[src/rtl/nib_cpu_pkg.sv]
package nib_cpu_pkg;

    localparam int DW = 4;
    localparam int AW = 2 * DW;

    typedef enum logic [DW-1:0] {
        OP_LDAI  = 4'b0000,
        OP_LDAD  = 4'b0001,
        OP_LDAX  = 4'b0010,
        OP_ADDI  = 4'b0011,
        OP_ADDX  = 4'b0100,
        OP_NANDX = 4'b0101,
        OP_STAD  = 4'b0110,
        OP_OUTX  = 4'b0111,
        OP_NANDI = 4'b1000,
        OP_OUTI  = 4'b1001,
        OP_LDXI  = 4'b1010,
        OP_LDXD  = 4'b1011,
        OP_STXD  = 4'b1100,
        OP_UDXI  = 4'b1101,
        OP_BRA   = 4'b1110,
        OP_BEQ   = 4'b1111
    } opcode_e;

    typedef enum logic [2:0] {
        ST_FETCH, ST_IMM, ST_AHI, ST_ALO, ST_IDX, ST_MRD, ST_MWR, ST_EXEC
    } state_e;

    typedef enum logic [1:0] { AM_IMM, AM_DIR, AM_IDX, AM_BR } amode_e;
    typedef enum logic [1:0] { ALU_PASS, ALU_ADD, ALU_NAND } alu_op_e;
    typedef enum logic [1:0] { DST_NONE, DST_A, DST_X, DST_OUT } dest_e;

    typedef struct packed {
        logic rd;
        logic wr;
        logic addr_pc;
        logic pc_inc;
        logic pc_jump;
        logic ir_ld;
        logic b_ld;
        logic mar_hi_ld;
        logic mar_lo_ld;
        logic mar_idx;
        logic exec;
    } ctl_t;

    function automatic amode_e mode_of(opcode_e op);
        case (op)
            OP_LDAD, OP_STAD, OP_LDXD, OP_STXD:   return AM_DIR;
            OP_LDAX, OP_ADDX, OP_NANDX, OP_OUTX:  return AM_IDX;
            OP_BRA, OP_BEQ:                       return AM_BR;
            default:                              return AM_IMM;
        endcase
    endfunction

    function automatic logic is_store(opcode_e op);
        return (op == OP_STAD) || (op == OP_STXD);
    endfunction

    function automatic alu_op_e alu_of(opcode_e op);
        case (op)
            OP_ADDI, OP_ADDX, OP_UDXI: return ALU_ADD;
            OP_NANDI, OP_NANDX:        return ALU_NAND;
            default:                   return ALU_PASS;
        endcase
    endfunction

    function automatic dest_e dest_of(opcode_e op);
        case (op)
            OP_LDAI, OP_LDAD, OP_LDAX, OP_ADDI,
            OP_ADDX, OP_NANDI, OP_NANDX:          return DST_A;
            OP_LDXI, OP_LDXD, OP_UDXI:            return DST_X;
            OP_OUTI, OP_OUTX:                     return DST_OUT;
            default:                              return DST_NONE;
        endcase
    endfunction

endpackage

[src/rtl/nib_cpu_alu.sv]
module nib_cpu_alu
    import nib_cpu_pkg::*;
(
    input  alu_op_e       op,
    input  logic [DW-1:0] lhs,
    input  logic [DW-1:0] rhs,
    output logic [DW-1:0] y,
    output logic          zero
);
    always_comb begin
        case (op)
            ALU_ADD:  y = lhs + rhs;
            ALU_NAND: y = ~(lhs & rhs);
            default:  y = rhs;
        endcase
        zero = (y == '0);
    end
endmodule

[src/rtl/nib_cpu_ctrl.sv]
module nib_cpu_ctrl
    import nib_cpu_pkg::*;
(
    input  logic    clk,
    input  logic    rst,
    input  opcode_e fetched,
    input  opcode_e ir,
    input  logic    zf,
    output state_e  st,
    output ctl_t    ctl
);
    state_e st_q, st_d;

    always_ff @(posedge clk) begin
        if (rst) st_q <= ST_FETCH;
        else     st_q <= st_d;
    end

    always_comb begin
        ctl  = '0;
        st_d = st_q;
        case (st_q)
            ST_FETCH: begin
                ctl.rd = 1'b1; ctl.addr_pc = 1'b1;
                ctl.ir_ld = 1'b1; ctl.pc_inc = 1'b1;
                st_d = (mode_of(fetched) == AM_IMM) ? ST_IMM : ST_AHI;
            end
            ST_IMM: begin
                ctl.rd = 1'b1; ctl.addr_pc = 1'b1;
                ctl.b_ld = 1'b1; ctl.pc_inc = 1'b1;
                st_d = ST_EXEC;
            end
            ST_AHI: begin
                ctl.rd = 1'b1; ctl.addr_pc = 1'b1;
                ctl.mar_hi_ld = 1'b1; ctl.pc_inc = 1'b1;
                st_d = ST_ALO;
            end
            ST_ALO: begin
                ctl.rd = 1'b1; ctl.addr_pc = 1'b1; ctl.pc_inc = 1'b1;
                if (mode_of(ir) == AM_BR) begin
                    ctl.pc_jump = (ir == OP_BRA) || zf;
                    st_d = ST_FETCH;
                end else begin
                    ctl.mar_lo_ld = 1'b1;
                    if (mode_of(ir) == AM_IDX) st_d = ST_IDX;
                    else if (is_store(ir))     st_d = ST_MWR;
                    else                       st_d = ST_MRD;
                end
            end
            ST_IDX: begin
                ctl.mar_idx = 1'b1;
                st_d = ST_MRD;
            end
            ST_MRD: begin
                ctl.rd = 1'b1; ctl.b_ld = 1'b1;
                st_d = ST_EXEC;
            end
            ST_MWR: begin
                ctl.wr = 1'b1;
                st_d = ST_FETCH;
            end
            default: begin
                ctl.exec = 1'b1;
                st_d = ST_FETCH;
            end
        endcase
    end

    assign st = st_q;
endmodule

[src/rtl/nib_cpu_core.sv]
module nib_cpu_core
    import nib_cpu_pkg::*;
(
    input  logic          clk,
    input  logic          rst,
    output logic [AW-1:0] addr_o,
    input  logic [DW-1:0] data_i,
    output logic [DW-1:0] data_o,
    output logic          data_oe_o,
    output logic          rd_o,
    output logic          wr_o,
    output logic [DW-1:0] out_o
);
    logic [AW-1:0] pc_q, mar_q;
    logic [DW-1:0] a_q, b_q, x_q, out_q;
    logic          zf_q;
    opcode_e       ir_q;
    state_e        st;
    ctl_t          ctl;
    dest_e         dest;
    logic [DW-1:0] alu_y;
    logic          alu_zero;

    nib_cpu_ctrl ctrl_i (
        .clk     (clk),
        .rst     (rst),
        .fetched (opcode_e'(data_i)),
        .ir      (ir_q),
        .zf      (zf_q),
        .st      (st),
        .ctl     (ctl)
    );

    assign dest = dest_of(ir_q);

    nib_cpu_alu alu_i (
        .op   (alu_of(ir_q)),
        .lhs  ((dest == DST_X) ? x_q : a_q),
        .rhs  (b_q),
        .y    (alu_y),
        .zero (alu_zero)
    );

    always_ff @(posedge clk) begin
        if (rst) begin
            pc_q  <= '0;
            mar_q <= '0;
            a_q   <= '0;
            b_q   <= '0;
            x_q   <= '0;
            out_q <= '0;
            zf_q  <= 1'b0;
            ir_q  <= OP_LDAI;
        end else begin
            if (ctl.ir_ld)     ir_q <= opcode_e'(data_i);
            if (ctl.pc_jump)   pc_q <= {mar_q[AW-1:DW], data_i};
            else if (ctl.pc_inc) pc_q <= pc_q + 1'b1;
            if (ctl.b_ld)      b_q <= data_i;
            if (ctl.mar_hi_ld) mar_q[AW-1:DW] <= data_i;
            if (ctl.mar_lo_ld) mar_q[DW-1:0]  <= data_i;
            if (ctl.mar_idx)   mar_q <= mar_q + AW'(x_q);
            if (ctl.exec) begin
                case (dest)
                    DST_A: begin
                        a_q  <= alu_y;
                        zf_q <= alu_zero;
                    end
                    DST_X:   x_q   <= alu_y;
                    DST_OUT: out_q <= b_q;
                    default: ;
                endcase
            end
        end
    end

    assign addr_o    = ctl.addr_pc ? pc_q : mar_q;
    assign data_o    = (ir_q == OP_STXD) ? x_q : a_q;
    assign data_oe_o = ctl.wr;
    assign wr_o      = ctl.wr;
    assign rd_o      = ctl.rd;
    assign out_o     = out_q;
endmodule

[config.mk]
export PLATFORM = sky130hd
export DESIGN_NAME = nib_cpu_core
export DESIGN_NICKNAME = d
export VERILOG_FILES = /design/src/rtl/nib_cpu_pkg.sv /design/src/rtl/nib_cpu_alu.sv /design/src/rtl/nib_cpu_ctrl.sv /design/src/rtl/nib_cpu_core.sv
export SDC_FILE = /design/constraint.sdc
export NUM_CORES = 1
export LEC_CHECK = 0
export BUFFER_PORTS_ARGS = -buffer_cell sky130_fd_sc_hd__buf_4
export CAP_MARGIN = 20
export CORE_ASPECT_RATIO = 1.4
export CORE_MARGIN = 4
export CORE_UTILIZATION = 35
export CTS_CLUSTER_DIAMETER = 100
export DETAILED_ROUTE_END_ITERATION = 16
export PLACE_DENSITY = 0.58
export REMOVE_ABC_BUFFERS = 1
export SLEW_MARGIN = 5
export SYNTH_ARGS = -nofsm -noshare
export SYNTH_HDL_FRONTEND = slang
export SYNTH_SLANG_ARGS = --single-unit
[constraint.sdc]
create_clock -name clk -period 2.2 [get_ports clk]
set_input_delay 0.44 -clock clk [delete_from_list [all_inputs] [get_ports clk]]
set_output_delay 0.44 -clock clk [all_outputs]
set_load 0.01 [all_outputs]
==> metrics.md, run 1 <==
| Metric | Value |
|---|---|
| Slew Limit Fails | 0 |
| Die ar. | 0.00930 mm² |
| CTS Buffer Depth | 2 |
| Post-Route Setup TNS | 0 ns |
| Crit-path leading delay family | compound AO/OA/AOI/OAI gates |
| CTS clk-pin slew, worst paths | ~0.09 ns |
| Initial Utilization | a little over a third |
| Seq/Total Area, Yosys | between 30% and 40% |
| Placed instance count | approximately 460 |
| Arr. time, crit path | 2.43 ns |
| Clock buffers created by TritonCTS | 5 |
| Worst-path maximum fanout | 4 |
| Final Cycle Share | between 90% and 100% |
| First-pass GRT wire length | 11,700 µm |
| Share of layout cells above drive strength 1 | 25.9% |
| Syn Area/Cell | between 8 and 9 µm² |
| Status | complete, no violations |
| Area grow syn2layout | 21.9% |
| Slew @ Worst Pin | roughly 0.50 ns |
| Overflow after GRT | 0 |
| Antenna violations before repair | 0 |
| GPL Wtd Cong | 0.870 |
| Synth async-reset ratio | 0% |
| Final hold viol count | 0 |
| Worst rel slew slack | about two thirds |
| CTS tree | yes |
| Final hold slack | between 0.4 and 0.5 ns |
| WS Path Type | reg -> reg |
| Hold buffers post-CTS | 0 |
| Final non-filler cell total | ~470 |
| WP data required | about 2.5 ns |
| Site row count | 37 |
| Antenna diodes | 0 |
| Routed vias/inst | 5.31 |
| Slowest Stage Delay on Critical Path | ~0.4 ns |
| Core area | ~0.0075 mm² |
| Placed Area | between 0.003 and 0.004 mm² |
| Pwr/cell area | around 670 mW/mm² |
| H-tree levels | 2 |
| Cells after Synth | approximately 340 |
| ANT nets after route | 0 |
| Slowest-stage cell, CP | dfxtp_1 |
| DR vias | around 2,500 |
| Most used DFF post-synth | dfxtp_1 |
| Iteration-0 DRC Markers | between 90 and 100 |
| # setup viols final | 0 |
| Yosys warns | 0 |
| Hold Path Class | in -> reg |
| Critical Path Source Type | flip-flop |
| Drt wl/cell | about 15 µm |
| Lkg Pwr | between 1 and 1.5 nW |
| Syn Std Cell Area | between 0.002 and 0.003 mm² |
| Die width | a little over 80 µm |
| CP Cell Sequence | nand2b_4 > buf_6 > o21ai_2 > ha_1 > and3_1 > or3_1 > a311o_1 > o21ai_2 > a31o_2 |
| Fmax | 462 MHz |
| Max-cap check violation count | 0 |
| Yosys reg bits | 44 |
| Final setup skew | 0.0109 ns |
| Peak VDD IR | 0.254 mV |
| Port buffer count | 24 |
| GRT Util Overall | between 15 and 20% |
| RSZ-0062 raised after global routing | yes |
| Largest net degree at the start of global routing | 48 |
| Pre-Repair DR Iteration Count | 4 |
| CP most frequent cell | o21ai_2 |
| Post-Route WL | just over 7000 µm |
| Synth unique cells | between 50 and 60 |
| EDFF count, synth | 0 |
| Setup crit end kind | flip-flop |
| Root Buffer | clkbuf_8 |
| Clock latency on the worst-skew pair | roughly 0.31 ns |
| Die H | between 100 and 150 µm |
| Clock period minus worst slack | around 2.2 ns |
| Buffer and inverter count on the worst path | 1 |
| I/O pins | 25 |
| DRC viols | 0 |
| Design area | ~0.0033 mm² |
| Number of global-route vias before repair | roughly 2,400 |
| Post-DP HPWL | 5190 µm |
| # nets final | 392 |
| Clk sink count | 44 |
cell families (layout without fill, tap and decap cells):
| logic type | Yosys count | in the layout | share of synthesized area (%) |
|---|---|---|---|
| muxes | 23 | 23 | 9.07 |
| xor gates and xnor gates | 8 | 8 | 2.57 |
| AOI/OAI and AO/OA | 86 | 86 | 20.8 |
| DFF | 44 | 44 | 32.3 |
| and+or+nand+nor | 122 | 122 | 22.5 |
| buffers and inverters | 43 | 78 | 6.32 |
| adders and majority gates | 13 | 13 | 6.51 |
worst register-to-register path, delay by kind of cell, from the launching register on:
kind                     cells  cell delay [ns]
flip-flops                   1             0.39
adder cells (fa/ha/maj)      1             0.26
AND/OR/NAND/NOR              3             0.63
buffers and inverters        1             0.13
AO/OA/AOI/OAI                4             0.69
state kept, by name, indices dropped and copies added (netlist names), named ones only:
register	cells
mar_q	8
pc_q	8
a_q	4
b_q	4
ir_q	4
out_o	4
x_q	4
ctrl_i.st	3
dest	2
zf_q	1
through the flow:
step                      util (%)  power [mW]  setup slack, ns
final                         44.7        2.22           0.0341
after global routing          44.7        2.36          -0.0338
after CTS                     43.6        2.20          -0.0105
after detailed placement      41.9        1.64           -0.160
after global placement        41.9        1.63           -0.127
after floorplan                  -        1.36           -0.101
final cells by class:
class | count | area [µm²]
Sequential cell | 44 | 883
Tap cell | 97 | 121
Timing Repair Buffer | 48 | 364
Clock buffer | 7 | 86.3
Clock inverter | 1 | 7.51
Inverter | 22 | 82.6
Multi-Input combinational cell | 252 | 1780
Fill cell | 753 | 4130
report_power, final:
group / internal (mW) / switching (mW)
clock network: 0.256 / 0.296
logic: 0.331 / 0.382
registers: 0.869 / 0.0850
total: 1.46 / 0.764
cell usage after synthesis, drive strengths merged, types with 6 or more instances:
| master | count | share of area, % |
|---|---|---|
| nor3 | 8 | 1.6 |
| nor2 | 39 | 5.4 |
| ha | 11 | 5.0 |
| a21oi | 27 | 4.9 |
| nor2b | 6 | 1.4 |
| nand3 | 8 | 1.5 |
| dfxtp | 44 | 32 |
| nand2b | 7 | 1.6 |
| clkbuf | 14 | 1.9 |
| mux2 | 14 | 5.8 |
| nand2 | 28 | 3.8 |
| buf | 7 | 1.4 |
| inv | 22 | 3.0 |
| a211oi | 10 | 2.7 |
| mux2i | 9 | 3.3 |
| o21ai | 11 | 2.0 |
cells in the final DEF (no fill, tap or decap), drive strengths merged, types with 2 or more instances in the layout:
| cell type | instances |
|---|---|
| clkbuf | 7 |
| xnor2 | 5 |
| nor2b | 6 |
| o211ai | 2 |
| nand2b | 7 |
| mux2 | 14 |
| a211oi | 10 |
| inv | 22 |
| a21o | 5 |
| and3b | 3 |
| ha | 11 |
| o32ai | 2 |
| a22oi | 3 |
| o22ai | 3 |
| a21oi | 27 |
| xor2 | 3 |
| mux2i | 9 |
| o21ai | 11 |
| buf | 48 |
| dfxtp | 44 |
| nand3 | 8 |
| or3 | 5 |
| nand2 | 28 |
| fa | 2 |
| o21bai | 2 |
| and3 | 5 |
| nand3b | 3 |
| a221oi | 4 |
| nor3b | 3 |
| nor2 | 39 |
| o31ai | 3 |
| nor3 | 8 |
| and4b | 2 |
| a31oi | 5 |
repair_timing:
action                                  CTS  global route
gates resized for setup                   6            22
buffers inserted                          0             0
pin swaps                                 0             7
endpoints found under the setup margin    9            13
cloned                                    0             0
routing by layer:
layer | vias up | GRT usage (%) | share of wire, %
met5 | - | 0 | 0
met4 | 0 | 5.34 | 2.0
met3 | 13 | 2.17 | 2.9
met2 | 41 | 28.5 | 53
met1 | 1180 | 19.5 | 42
li1 | 1268 | - | -
worst paths after layout:
| path | startpoint | endpoint | cells past startpoint | slack [ns] |
|---|---|---|---|---|
| worst max-delay path | dest[1] | zf_q | 9 | 0.03 |
| worst min-delay path | data_i[3] | mar_q[7] | 3 | 0.44 |
| worst max register to register | dest[1] | zf_q | 9 | 0.03 |
| worst min register to register | pc_q[7] | pc_q[7] | 2 | 0.51 |
No activity file was read; power rests on OpenSTA's default activity.
==> inputs of run 2 (changes only) <==
- CTS_BUF_LIST: unset -> sky130_fd_sc_hd__clkbuf_2
==> run 2 against run 1 <==
- total power decreased by 7.4%
- die area is the same
- worst hold slack worse by 0.15 ns
- critical path depth decreased by 3
- count of clock-buffer cells in the layout shrank 1
- sequential cell count unchanged
- clock skew increased by 0.014 ns
- setup slack got worse by 0.031 ns
- clock power is 35% lower
- critical path type is now reg -> out
- highest routed layer unchanged
==> metrics.md, run 2 (synthesized netlist as in run 1, its figures left out) <==
| Metric | Value |
|---|---|
| Status | complete, no violations |
| GPL Wtd Cong | a little under 0.9 |
| Die ar. | 0.00930 mm² |
| Peak VDD IR | ~0.25 mV |
| Final Cycle Share | about 100% |
| CTS Buffer Depth | 2 |
| Buffer and inverter count on the worst path | 3 |
| Pwr/cell area | 608 mW/mm² |
| Port buffer count | 24 |
| Critical Path Source Type | flip-flop |
| Antenna diodes | 0 |
| Capturing point of the worst reg2reg path | zf_q |
| Clk sink count | 44 |
| # setup viols final | 0 |
| Slew @ Worst Pin | approximately 0.5 ns |
| Antenna violations before repair | 0 |
| Cells on worst reg2reg path | 9 |
| First-pass GRT wire length | between 10,000 and 15,000 µm |
| Setup crit end kind | output port |
| Most common cell after layout, fill and taps aside | buf_4 |
| Critical path origin | ir_q[2] |
| H-tree levels | 2 |
| Share of layout cells above drive strength 1 | 29.0% |
| Placed instance count | 463 |
| Clock buffers created by TritonCTS | 5 |
| Drt wl/cell | between 15 and 20 µm |
| Die H | around 110 µm |
| Overflow after GRT | 0 |
| Post-DP HPWL | roughly 5200 µm |
| Slowest-stage cell, CP | dfxtp_2 |
| Fmax | 455 MHz |
| Iteration-0 DRC Markers | between 100 and 150 |
| Dpl ws | -0.160 ns |
| Worst-path maximum fanout | 4 |
| GRT Util Overall | between 10% and 20% |
| CP Depth | 6 |
| Pre-Repair DR Iteration Count | 4 |
| Max-cap check violation count | 0 |
| Clock period minus worst slack | 2.20 ns |
| Final hold viol count | 0 |
| Final setup skew | between 0.02 and 0.03 ns |
| Core area | about 0.0075 mm² |
| CP Cell Sequence | buf_6 > nand2_4 > nor3_2 > buf_4 > mux2_4 > buf_6 |
| Area grow syn2layout | 23.9% |
| Total power | between 2 and 2.5 mW |
| Slew Limit Fails | 0 |
| Crit-path leading delay family | buffers and inverters |
| Routed vias/inst | between 5 and 6 |
| Worst rel slew slack | 66.6% |
| Clock latency on the worst-skew pair | around 0.43 ns |
| Final non-filler cell total | approximately 470 |
| CTS tree | yes |
| Root Buffer | clkbuf_2 |
| Number of global-route vias before repair | roughly 2,400 |
| Hold buffers post-CTS | 0 |
| RR Startpoint | dest[0] |
| Post-Route WL | 7160 µm |
| Arr. time, crit path | 1.76 ns |
| Regs by FF count | mar_q: 8 flops, pc_q: 8 flops |
| Final hold slack | between 0.2 and 0.3 ns |
| DRC viols | 0 |
| Commonest cells after routing, fill and taps aside | 41 x buf_4, 38 x nor2_1, 37 x dfxtp_1 |
| Slowest Stage Delay on Critical Path | 0.40 ns |
| I/O pins | 25 |
| FF-to-FF setup slack | roughly 0.010 ns |
| Site row count | 37 |
| DR vias | 2,530 |
| Hold Path Class | in -> reg |
| ANT nets after route | 0 |
| Final setup margin | about 0.0036 ns |
| Die width | about 83 µm |
| Post-Route Setup TNS | 0 ns |
| Lkg Pwr | between 1 and 1.5 nW |
| WP data required | 1.76 ns |
| End point of the critical path | data_o[3] |
| Largest net degree at the start of global routing | 48 |
| Initial Utilization | between 30% and 40% |
| # nets final | roughly 390 |
| RSZ-0062 raised after global routing | yes |
| CTS clk-pin slew, worst paths | roughly 0.23 ns |
| CP most frequent cell | buf_6 |
| WS Path Type | reg -> out |
-- run 2: cell types whose count changed in the layout (fill, tap and decap cells not counted), sizes merged --
cell,delta
buf,+2
clkbuf,-1
clkinv,+1
-- run 2: layer usage --
layer	vias to the layer above	GRT usage [%]	share of wire, %
met5	-	0	0
met4	0	5.78	2.6
met3	14	2.57	3.4
met2	48	28.2	52
met1	1190	19.5	42
li1	1278	-	-
-- run 2: worst min path at each step --
stage | cells after the start | endpoint | start
5_1_grt | 3 | mar_q[7] | data_i[3]
3_3_place_gp | 2 | out_o[1] | out_o[1]
2_1_floorplan | 2 | pc_q[7] | pc_q[7]
3_5_place_dp | 2 | pc_q[7] | pc_q[7]
4_1_cts | 3 | mar_q[7] | data_i[3]
6_report | 3 | mar_q[7] | data_i[3]
-- run 2: cell type report --
cell class | instances | area [µm²]
well taps | 97 | 121
flip-flops and latches | 44 | 890
clock inverters | 2 | 11.3
inverters | 22 | 82.6
clock buffers | 6 | 30.0
repair buffers | 50 | 409
fillers | 747 | 4070
multi-input cells | 252 | 1840
-- run 2: report_power, final --
group          internal (mW)  switching, mW
clock network         0.0792          0.282
logic                  0.345          0.388
registers              0.873         0.0880
-- run 2: through the flow --
stage / instance area, µm² / utilization, %
2_1_floorplan: 2640 / -
3_3_place_gp: 3120 / 41.9
3_5_place_dp: 3120 / 41.9
4_1_cts: 3230 / 43.4
5_1_grt: 3380 / 45.4
6_report: 3380 / 45.4
-- run 2: repair_timing --
item / 4_1_cts / 5_1_grt
hold endpoints to repair: 0 / 0
pin swaps: 2 / 9
setup buffers: 1 / 1
resized for setup: 16 / 36
setup endpoints to repair: 13 / 23
-- run 2: worst register-to-register path, stage by stage, from the launching register on --
cell and delay (ns):
dfxtp_2 0.37, nand2b_4 0.15, mux2_4 0.31, ha_4 0.17
inv_2 0.06, fa_2 0.43, nor2b_2 0.15, o31ai_2 0.08
nor3b_2 0.16, a31o_2 0.23
==> inputs of run 3 (changes only) <==
- SETUP_SLACK_MARGIN: unset -> 0.02
==> run 3 against run 2 <==
- the flow now finishes with violations (negative setup slack)
- count of clock-buffer cells in the layout did not move
- highest routed layer unchanged
- sequential power barely moved
- die area unchanged
- critical endpoint is now zf_q
- worst hold slack gained 0.0020 ns
- cell area is 1.0% lower
==> metrics.md, run 3 (synthesized netlist as in run 1, its figures left out) <==
| Metric | Value |
|---|---|
| Final Cycle Share | 100% |
| FF-to-FF setup slack | -0.006 ns |
| Combinational group share of total power | between 30% and 40% |
| Post-DP HPWL | 5190 µm |
| Cells on worst reg2reg path | 8 |
| Design area | ~0.0033 mm² |
| CTS clk-pin slew, worst paths | 0.24 ns |
| Slowest Stage Delay on Critical Path | roughly 0.37 ns |
| Pwr/cell area | between 600 and 700 mW/mm² |
| Post-Route WL | 7100 µm |
| Drt wl/cell | approximately 15 µm |
| Peak VDD IR | around 0.25 mV |
| Port buffer count | 24 |
| Iteration-0 DRC Markers | 100 |
| Site row count | 37 |
| Routed vias/inst | approximately 5.3 |
| First-pass GRT wire length | about 12,000 µm |
| Hold Path Class | in -> reg |
| Status | complete, but fails checks |
| Pre-Repair DR Iteration Count | 4 |
| Clock buffers created by TritonCTS | 5 |
| Hold buffers post-CTS | 0 |
| Die H | about 110 µm |
| Slew @ Worst Pin | just under 0.5 ns |
| Regs by FF count | mar_q: 8 flops, pc_q: 8 flops |
| Clock period minus worst slack | between 2 and 2.5 ns |
| Slowest-stage cell, CP | dfxtp_2 |
| Sequential power share | between 40 and 50% |
| Core area | 0.00745 mm² |
| DR vias | around 2,500 |
| Final setup skew | around 0.018 ns |
| Initial Utilization | 36.6% |
| Share of layout cells above drive strength 1 | between 20% and 30% |
| Arr. time, crit path | about 2.6 ns |
| Lkg Pwr | 1.47 nW |
| CP Cell Sequence | nand2b_4 > mux2_4 > ha_4 > a21o_1 > or3_1 > a311o_1 > o21ai_2 > a31o_2 |
| Number of global-route vias before repair | 2,411 |
| Sw power | about 0.75 mW |
| Fmax | approximately 450 MHz |
| Net switching share of the total power | between 30% and 40% |
| Placed Area | between 0.003 and 0.004 mm² |
| Worst rel slew slack | around two thirds |
| Dpl ws | -0.160 ns |
| CP Depth | 8 |
| CTS tree | yes |
| Buffer and inverter count on the worst path | 0 |
| Grt met1 use | 19.7% |
| GPL Wtd Cong | ~0.87 |
| Clock share of power | between 10% and 20% |
| Capturing point of the worst reg2reg path | zf_q |
| Max-cap check violation count | 0 |
| FILL cells | roughly 750 |
| Die width | slightly above 80 µm |
| Critical path origin | dest[0] |
| Clk sink count | 44 |
| Failing checks | negative setup slack |
| Worst-path maximum fanout | 3 |
| H-tree levels | 2 |
| Final setup margin | -0.00626 ns |
| Antenna diodes | 0 |
| GRT Util Overall | between 10% and 20% |
| Most used routing layer | met2 |
| Root Buffer | clkbuf_2 |
| ANT nets after route | 0 |
| # nets final | about 390 |
| Crit-path leading delay family | compound AO/OA/AOI/OAI gates |
| Pint | 1.30 mW |
| Antenna violations before repair | 0 |
| I/O pins | 25 |
| RR Startpoint | dest[0] |
| Total power | between 2 and 2.5 mW |
| Met2 Track Usage GR | about 28% |
| Slew Limit Fails | 0 |
| Routing usage on met3 | 2.57% |
| Commonest cells after routing, fill and taps aside | 40 x buf_4, 39 x nor2_1, 37 x dfxtp_1 |
| WP data required | approximately 2.6 ns |
| Area grow syn2layout | 22.6% |
| Final hold viol count | 0 |
| RSZ-0062 raised after global routing | yes |
| # setup viols final | 1 |
| End point of the critical path | zf_q |
| WS Path Type | reg -> reg |
| Utilization after layout | around 45% |
| Overflow after GRT | 0 |
| Most common cell after layout, fill and taps aside | buf_4 |
| DRC viols | 0 |
| Clock latency on the worst-skew pair | 0.42 ns |
| Final hold slack | around 0.3 ns |
| Largest net degree at the start of global routing | 48 |
| Setup crit end kind | flip-flop |
| Die ar. | between 0.009 and 0.01 mm² |
| Critical Path Source Type | flip-flop |
| CTS Buffer Depth | 2 |
-- run 3: final cells by class --
| class | count | area [µm²] | area share [%] |
|---|---|---|---|
| Timing Repair Buffer | 49 | 402 | 12.0 |
| Sequential cell | 44 | 890 | 26.6 |
| Multi-Input combinational cell | 252 | 1810 | 54.1 |
| Clock buffer | 6 | 30.0 | 0.897 |
| Tap cell | 97 | 121 | 3.63 |
| Inverter | 22 | 82.6 | 2.47 |
| Clock inverter | 2 | 11.3 | 0.336 |
-- run 3: metal layers --
layer  up-vias  part of all wire [%]  wire (µm)
met5         -                     0          0
met4         0                   2.1        151
met3        12                   3.6        252
met2        49                    52       3680
met1      1168                    42       3010
li1       1267                     -          -
-- run 3: power groups by stage --
stage	registers, mW	clock network, mW	logic (mW)
floorplan	0.969	0	0.392
global route	0.973	0.402	0.817
global placement	0.966	0	0.666
detailed placement	0.968	0	0.669
CTS	0.957	0.369	0.696
finish	0.959	0.360	0.731
-- run 3: worst min-delay path by stage --
| stage | from | to | slack (ns) | cells after the start |
|---|---|---|---|---|
| finish | data_i[3] | mar_q[7] | 0.30 | 3 |
| global route | data_i[3] | mar_q[7] | 0.27 | 3 |
| CTS | data_i[3] | mar_q[7] | 0.29 | 3 |
| detailed placement | pc_q[7] | pc_q[7] | 0.49 | 2 |
| global placement | out_o[1] | out_o[1] | 0.48 | 2 |
| floorplan | pc_q[7] | pc_q[7] | 0.45 | 2 |
-- run 3: timing repair --
item,CTS,global route
setup endpoints to repair,13,24
gates resized for setup,22,27
setup buffers,1,0
gates cloned,0,0
pin swaps,4,8
-- run 3: worst reg2reg max path, stage by stage (launching register included) --
cell,delay (ns)
dfxtp_2,0.37
nand2b_4,0.15
mux2_4,0.31
ha_4,0.23
a21o_1,0.16
or3_1,0.37
a311o_1,0.33
o21ai_2,0.08
a31o_2,0.16
-- run 3: stage by stage --
stage	std cells	TNS (ns)
6_report	472	-0.00626
5_1_grt	472	-0.404
4_1_cts	472	0
3_5_place_dp	463	-0.640
3_3_place_gp	463	-0.517
2_1_floorplan	318	-0.273
